$ cat config.mk
export PLATFORM = sky130hd
export DESIGN_NAME = serial_word_loader
export DESIGN_NICKNAME = d
export VERILOG_FILES = /design/src/rtl/swl_pkg.sv /design/src/rtl/swl_sync.sv /design/src/rtl/swl_shreg.sv /design/src/rtl/swl_bank.sv /design/src/rtl/serial_word_loader.sv
export SDC_FILE = /design/constraint.sdc
export NUM_CORES = 1
export LEC_CHECK = 0
export BUFFER_PORTS_ARGS = -buffer_cell sky130_fd_sc_hd__buf_4
export CORE_MARGIN = 2
export CORE_UTILIZATION = 30
export DETAILED_ROUTE_END_ITERATION = 12
export HOLD_SLACK_MARGIN = 0.1
export PLACE_DENSITY = 0.52
export SLEW_MARGIN = 25
export SYNTH_ARGS = -nofsm -noshare
export SYNTH_HDL_FRONTEND = slang
export SYNTH_SLANG_ARGS = --single-unit
$ cat constraint.sdc
create_clock -name clk -period 1.5 [get_ports clk]
set_input_delay 0.075 -clock clk [delete_from_list [all_inputs] [get_ports clk]]
set_output_delay 0.075 -clock clk [all_outputs]
set_load 0.02 [all_outputs]
$ cat src/rtl/swl_pkg.sv
package swl_pkg;

    localparam int SR_W   = 24;
    localparam int CODE_W = 2;
    localparam int PAY_W  = SR_W - CODE_W;
    localparam int A_W    = 4;
    localparam int M_W    = 15;
    localparam int G_W    = 2;
    localparam int RR_W   = 13;
    localparam int PDE_W  = 2;
    localparam int FW_W   = A_W + M_W + G_W + 1;
    localparam int RW_W   = RR_W + PDE_W + 1;

    typedef struct packed {
        logic             sense;
        logic [G_W-1:0]   gain;
        logic [M_W-1:0]   m;
        logic [A_W-1:0]   a;
    } freq_word_t;

    typedef struct packed {
        logic             presc_89;
        logic [PDE_W-1:0] pd_en;
        logic [RR_W-1:0]  ratio;
    } ref_word_t;

    typedef enum logic [CODE_W-1:0] {
        DEST_F1    = 2'b00,
        DEST_F2    = 2'b01,
        DEST_ABITS = 2'b10,
        DEST_REF   = 2'b11
    } dest_e;

    localparam freq_word_t FREQ_RESET = '0;
    localparam ref_word_t  REF_RESET  = '{presc_89: 1'b0, pd_en: '0, ratio: RR_W'(1)};

    function automatic freq_word_t unpack_freq(input logic [PAY_W-1:0] p);
        return freq_word_t'(p[FW_W-1:0]);
    endfunction

    function automatic ref_word_t unpack_ref(input logic [PAY_W-1:0] p);
        ref_word_t r;
        r = ref_word_t'(p[RW_W-1:0]);
        if (r.ratio == '0) r.ratio = RR_W'(1);
        return r;
    endfunction

endpackage

$ cat src/rtl/swl_sync.sv
module swl_sync #(
    parameter int W      = 1,
    parameter int STAGES = 2
) (
    input  logic         clk,
    input  logic         rst,
    input  logic [W-1:0] din,
    output logic [W-1:0] dout
);
    logic [W-1:0] chain [STAGES];

    generate
        for (genvar s = 0; s < STAGES; s++) begin : g_stage
            if (s == 0) begin : g_first
                always_ff @(posedge clk) begin
                    if (rst) chain[s] <= '0;
                    else     chain[s] <= din;
                end
            end else begin : g_next
                always_ff @(posedge clk) begin
                    if (rst) chain[s] <= '0;
                    else     chain[s] <= chain[s-1];
                end
            end
        end
    endgenerate

    assign dout = chain[STAGES-1];
endmodule

$ cat src/rtl/swl_shreg.sv
module swl_shreg #(
    parameter int W = swl_pkg::SR_W
) (
    input  logic         clk,
    input  logic         rst,
    input  logic         shift,
    input  logic         din,
    output logic [W-1:0] q
);
    always_ff @(posedge clk) begin
        if (rst)        q <= '0;
        else if (shift) q <= {q[W-2:0], din};
    end

    a_r1_bit_enters_lsb: assert property (@(posedge clk) disable iff (rst)
        shift |=> (q[0] == $past(din)) && (q[W-1:1] == $past(q[W-2:0])));

    a_r2_idle_holds: assert property (@(posedge clk) disable iff (rst)
        !shift |=> $stable(q));
endmodule

$ cat src/rtl/swl_bank.sv
module swl_bank
    import swl_pkg::*;
(
    input  logic             clk,
    input  logic             rst,
    input  logic             xfer,
    input  dest_e            code,
    input  logic [PAY_W-1:0] payload,
    input  logic             sel_f1,
    output freq_word_t       active,
    output ref_word_t        refw
);
    freq_word_t f1_q, f2_q;
    ref_word_t  ref_q;

    always_ff @(posedge clk) begin
        if (rst) begin
            f1_q  <= FREQ_RESET;
            f2_q  <= FREQ_RESET;
            ref_q <= REF_RESET;
        end else if (xfer) begin
            unique case (code)
                DEST_F1:  f1_q  <= unpack_freq(payload);
                DEST_F2:  f2_q  <= unpack_freq(payload);
                DEST_REF: ref_q <= unpack_ref(payload);
                DEST_ABITS: begin
                    if (sel_f1) f1_q.a <= payload[A_W-1:0];
                    else        f2_q.a <= payload[A_W-1:0];
                end
                default: ;
            endcase
        end
    end

    assign active = sel_f1 ? f1_q : f2_q;
    assign refw   = ref_q;

    a_r7_hold_without_xfer: assert property (@(posedge clk) disable iff (rst)
        !xfer |=> $stable(f1_q) && $stable(f2_q) && $stable(ref_q));

    a_r7_f1_load_spares_others: assert property (@(posedge clk) disable iff (rst)
        (xfer && code == DEST_F1) |=> $stable(f2_q) && $stable(ref_q));

    a_r7_f2_load_spares_others: assert property (@(posedge clk) disable iff (rst)
        (xfer && code == DEST_F2) |=> $stable(f1_q) && $stable(ref_q));

    a_r6_abits_keep_upper: assert property (@(posedge clk) disable iff (rst)
        (xfer && code == DEST_ABITS) |=> $stable(ref_q) && $stable(f1_q.m)
            && $stable(f2_q.m) && $stable(f1_q.gain) && $stable(f2_q.gain));

    a_r10_ratio_nonzero: assert property (@(posedge clk) disable iff (rst)
        ref_q.ratio != '0);
endmodule

$ cat src/rtl/serial_word_loader.sv
module serial_word_loader
    import swl_pkg::*;
#(
    parameter int SYNC_STAGES = 2
) (
    input  logic             clk,
    input  logic             rst,
    input  logic             ser_data,
    input  logic             ser_clk,
    input  logic             ser_en,
    input  logic             sel_f1,
    output logic [A_W-1:0]   a_count,
    output logic [M_W-1:0]   m_count,
    output logic [G_W-1:0]   cp_gain,
    output logic             pd_sense,
    output logic [RR_W-1:0]  ref_ratio,
    output logic [PDE_W-1:0] pd_enable,
    output logic             presc_8_9
);
    localparam int NSYNC = 4;

    logic [NSYNC-1:0] sync_in, sync_out;
    logic data_s, sclk_s, en_s, sel_s;
    logic sclk_d, en_d;
    logic shift_pulse, xfer_pulse;
    logic [SR_W-1:0] sr_q;
    freq_word_t active;
    ref_word_t  refw;

    assign sync_in = {sel_f1, ser_en, ser_clk, ser_data};
    assign {sel_s, en_s, sclk_s, data_s} = sync_out;

    swl_sync #(.W(NSYNC), .STAGES(SYNC_STAGES)) u_sync (
        .clk  (clk),
        .rst  (rst),
        .din  (sync_in),
        .dout (sync_out)
    );

    always_ff @(posedge clk) begin
        if (rst) begin
            sclk_d <= 1'b0;
            en_d   <= 1'b0;
        end else begin
            sclk_d <= sclk_s;
            en_d   <= en_s;
        end
    end

    assign shift_pulse = sclk_s & ~sclk_d & en_s;
    assign xfer_pulse  = ~en_s & en_d;

    swl_shreg #(.W(SR_W)) u_shreg (
        .clk   (clk),
        .rst   (rst),
        .shift (shift_pulse),
        .din   (data_s),
        .q     (sr_q)
    );

    swl_bank u_bank (
        .clk     (clk),
        .rst     (rst),
        .xfer    (xfer_pulse),
        .code    (dest_e'(sr_q[CODE_W-1:0])),
        .payload (sr_q[SR_W-1:CODE_W]),
        .sel_f1  (sel_s),
        .active  (active),
        .refw    (refw)
    );

    assign a_count   = refw.presc_89 ? {1'b0, active.a[A_W-2:0]} : active.a;
    assign m_count   = active.m;
    assign cp_gain   = active.gain;
    assign pd_sense  = active.sense;
    assign ref_ratio = refw.ratio;
    assign pd_enable = refw.pd_en;
    assign presc_8_9 = refw.presc_89;

    a_r11_three_bit_a: assert property (@(posedge clk) disable iff (rst)
        presc_8_9 |-> !a_count[A_W-1]);

    a_r2_no_shift_when_disabled: assert property (@(posedge clk) disable iff (rst)
        !en_s |=> $stable(sr_q));

    a_r3_commit_exclusive: assert property (@(posedge clk) disable iff (rst)
        $onehot0({shift_pulse, xfer_pulse}));
endmodule

=== Word level (Yosys, flattened, before mapping) ===
Memory sizes are Yosys's and may differ from the RTL's.
Index checks and enable logic that the tools add are counted.

* Bits in registers: 86
* RAM bits: 8
* Input port bits: 6
* Output and inout port bits: 38
* Memories: 1

{| class="wikitable"
|+ Memory list
! name !! words !! bits a word !! rd ports !! clocked after Yosys merged registers in !! wr ports !! line !! RTL
|-
| u_sync.chain || 2 || 4 || 2 || 0 || 2 || swl_sync.sv:10 || <nowiki>logic [W-1:0] chain [STAGES];</nowiki>
|}

* Eq/ne operators: 5
* Muxes and demuxes: 12
* Bitwise operators: 7
* Reduce and logical (&&, ||, !) cells: 9

{| class="wikitable"
|+ Operators by type and width
! operator !! count
|-
| $mux 22 || 1
|-
| $mux 4 || 5
|-
| $pmux 4 s2 || 2
|-
| $logic_not 13->1 || 1
|-
| $mux 13 || 1
|-
| $reduce_and 2->1 || 3
|-
| $reduce_and 3->1 || 2
|-
| $eq 2x2->1 const B || 2
|-
| $ne 2x2->1 const B || 2
|-
| $reduce_bool 2->1 || 2
|-
| $and 1x1->1 || 3
|-
| $mux 1 || 3
|-
| $eq 2x1->1 const B || 1
|-
| $logic_not 2->1 || 1
|-
| $not 1->1 || 2
|-
| $or 1x1->1 || 2
|}

=== Depth between registers and ports, before layout ===
* Depth after elaboration: 3
* Gate-level depth with buffers: 6
* Mapped depth without buffers: 3

=== By module ===
A second synthesis with hierarchy kept.

* Cells, all modules: 396
* Area, all modules: 3658.5 um^2

{| class="wikitable"
|+ By module, submodules not included
! module !! instances !! cells each !! area each (um^2) !! sequential area each (um^2)
|-
| swl_bank || 1 || 296 || 2504.9 || 1201.2
|-
| swl_shreg || 1 || 77 || 869.6 || 480.5
|-
| swl_sync || 1 || 16 || 210.2 || 160.2
|-
| serial_word_loader || 1 || 7 || 73.8 || 40.0
|}

=== Worst setup path before layout ===
OpenSTA, ideal clock, no wires.

* Path type: register to register
* From: register u_shreg.q[0]
* To: register u_bank.f1_q[10] (netlist bit)
* Library setup time: 0.132 ns
* Arrival: 1.255 ns
* Data required time: 1.368 ns
* Slack: 0.113 ns
* Cell stages (with the launch flop): 6
* Period minus slack after synthesis: 1.387 ns
* Path through: dfxtp_1 > or4b_1 > buf_2 > buf_2 > nand2_1 > a21oi_1

* Cells in the longest elaborated chain, start to end: 2

{| class="wikitable"
|+ Ends and longest elaborated chain
! item !! line !! RTL
|-
| start, declared || swl_shreg.sv:8 || <nowiki>output logic [W-1:0] q</nowiki>
|-
| start signal, assigned || swl_shreg.sv:12 || <nowiki>else if (shift) q <= {q[W-2:0], din};</nowiki>
|-
| $logic_not 2->1 || swl_bank.sv:22 || <nowiki>unique case (code)</nowiki>
|-
| $reduce_and 2->1 (no source line) || - ||
|-
| end signal, assigned || swl_bank.sv:23 || <nowiki>DEST_F1: f1_q <= unpack_freq(payload);</nowiki>
|-
| end, declared || swl_bank.sv:13 || <nowiki>freq_word_t f1_q, f2_q;</nowiki>
|}

No other way between the ends.
A chain may end at the register's enable or synchronous reset.

==> results_dict.tcl <==
set metrics [dict create \
    outcome "complete, but fails checks" \
    violations "negative setup slack" \
    via_count 3006 \
    startpoint "u_sync.chain[1][3]" \
    cp-end-kind "output port" \
    synth_area_um2 3640 \
    fin_hold_ws_ps 435 \
    drive_above_1_share_pct 22.9 \
    place_congestion 0.769 \
    fin_util_pct 40.4 \
    ys_top_cells_by_count "nand2_1 (150), dfxtp_1 (94), a21oi_1 (80)" \
    cp_slowest_cell "dfxtp_4" \
    die_h_um 114 \
    clk_latency_ps 340 \
    initial_core_util_pct 30.6 \
    synthTopCellsByArea "dfxtp_1 (52%), nand2_1 (15%), a21oi_1 (11%)" \
    ir_drop_uv 440 \
    area_growth_syn_to_layout_pct 32.0 \
    yosysTopAreaCellShare_pct 51.6 \
    grt_overflow 0 \
    setup_slack_ps -4.14 \
    yosysSeqAreaShare_pct 51.6 \
    fp-row-count 40 \
    r2r_cells 5 \
    io_pins 44 \
    yosysTopAreaCell "dfxtp_1" \
    multiInputGateArea_um2 1690 \
    drv_slew 0 \
    m1WireLength_um 4570 \
    synth_nets 437 \
    met3_length_um 288 \
    min_period_ps 1500 \
    fin_setup_tns_ps -4.14 \
    yosysMostFrequentCell "nand2_1" \
    critPathBufInv 2 \
    cp_max_fo 8 \
    htree_levels 3 \
    crit_chain "clkbuf_16, mux2_4, buf_6" \
    wl_um 8980 \
    slew_headroom_pct 70.9 \
    r2r_end "u_bank.f1_q[3]" \
    r2r_slack_ps 110 \
    hold_viol_final 0 \
    power_density_nw_per_um2 1010 \
    port_buffers 43 \
    synth_flop_cell "dfxtp_1" \
    antenna_found_initial 0 \
    grtUsageTotal_pct 13.8 \
    drt_pass1_iterations 4 \
    hold_path_end "u_sync.chain[1][3]" \
    setup_viol 1 \
    critPathKind "flip-flop to output port" \
    grt_pass1_wl_um 14100 \
    critPathArrivalTime_ps 1430 \
    worstHoldPathType "flip-flop to flip-flop" \
    numCtsBuffers 9 \
    cts-root-buf "clkbuf_16" \
    clkTransAtPathRegs_ps 60 \
    postRouteAntennaNets 0 \
    rsz0062_at_grt "yes" \
    wl_met2_um 3970 \
    r2r-start "u_sync.chain[1][3]" \
    fmax_mhz 665 \
    maxCapViolations 0 \
    hpwl_um 5660 \
    drc 0 \
    antennaDiodeCount 0 \
    holdPathStages 1 \
    design_area_um2 4810 \
    dp.cells 612 \
    pre_cts_slack_ps 97.4 \
    power_mw 4.84 \
    crit_family "flip-flops" \
    yosysWarnings 0 \
    clock_sinks 94 \
    async_reset_ff_share_pct 0 \
    routedWlPerCell_um 14.1 \
    p_leak_nw 1.73 \
    fillers 1201 \
    core_um2 11900 \
    clk_path_buf_depth 2 \
    top_layer_used "met4" \
    required_ps 1420 \
    skew_ps 7.62 \
    via_per_inst 4.72 \
    grt_pass1_vias 2799 \
    drt_iter0_markers 117 \
    max_slew.worst_pin.slew_ps 437 \
    ys_ff_latch 94 \
    die_x_um 114 \
    regArea_um2 1890 \
    avgSynthCellArea_um2 8.45 \
    grt_max_degree 43 \
    nNetsFinal 492 \
    start_kind "flip-flop" \
    synth_edf_count 0 \
    place_area_um2 4230 \
    hp-start "u_sync.chain[0][3]" \
    die_area_um2 13000 \
    final_cells 637 \
    synth_cell_types 29 \
    netlist_instances 431 \
    cpPeakStageDelay_ps 460 \
    tritoncts "yes" \
    crit_cells 3 \
    period_share_pct 100 \
]
## cell type report
type	instances	share of cell area, %
clock buffers	11	5.26
clock inverters	4	0.651
inverters	1	0.0781
multi-input cells	304	35.2
flip-flops and latches	94	39.3
well taps	147	3.83
repair buffers	76	15.8
## worst max-delay path by stage
stage                                  to  slack (ps)
after global placement     u_bank.f1_q[0]         130
after CTS                      m_count[0]         -30
after floorplan           u_bank.f1_q[10]         110
after detailed placement  u_bank.f2_q[19]         100
final                          cp_gain[0]          -4
after global routing           cp_gain[1]         -50
## cells in the final DEF (no fill, tap or decap), drive strengths merged, types with 2 or more instances in the layout
cell type      n
mux2          21
buf           69
o41ai          4
a21oi         80
o211ai         4
mux2i          5
nor4           3
dlygate4sd3    5
nand2        150
dfxtp         94
nand2b         9
clkinvlp       3
inv            2
nor2b         13
nor2           2
clkbuf        13
## metal layers
metal | GRT usage [%] | vias to the layer above
met5 | 0 | -
met4 | 5.77 | 0
met3 | 3.12 | 11
met2 | 20.9 | 57
met1 | 18.9 | 1393
li1 | - | 1545
## registers in the layout, summed over array words and instances, names as in the netlist
signal	cells
u_shreg.q	24
u_bank.refw	16
en_d	1
u_bank.f2_q	22
sclk_d	1
u_bank.f1_q	22
u_sync.chain	8
## kinds of logic after synthesis
group	Yosys count	synth area share, %
compound gates	90	13.3
buf+inv	33	4.29
flops	94	51.6
simple gates	188	22.9
mux	26	7.86
## report_power, final
part           total [mW]  switching, mW  internal (mW)
Sequential           2.52         0.0112           2.51
Combinational       0.149         0.0797         0.0692
Clock                2.17          0.960           1.21
## what timing repair did
item,CTS,global route
endpoints found under the hold margin,16,0
endpoints found under the setup margin,21,28
gates cloned,0,3
gates resized for setup,3,45
setup buffers,0,2
hold buffers,5,0
## worst register-to-register path, stage by stage (launching register included)
cell	delay [ps]
dfxtp_4	460
buf_6	150
buf_4	100
inv_1	30
a211o_1	380
mux2i_1	150
No activity file was read; power rests on OpenSTA's default activity.
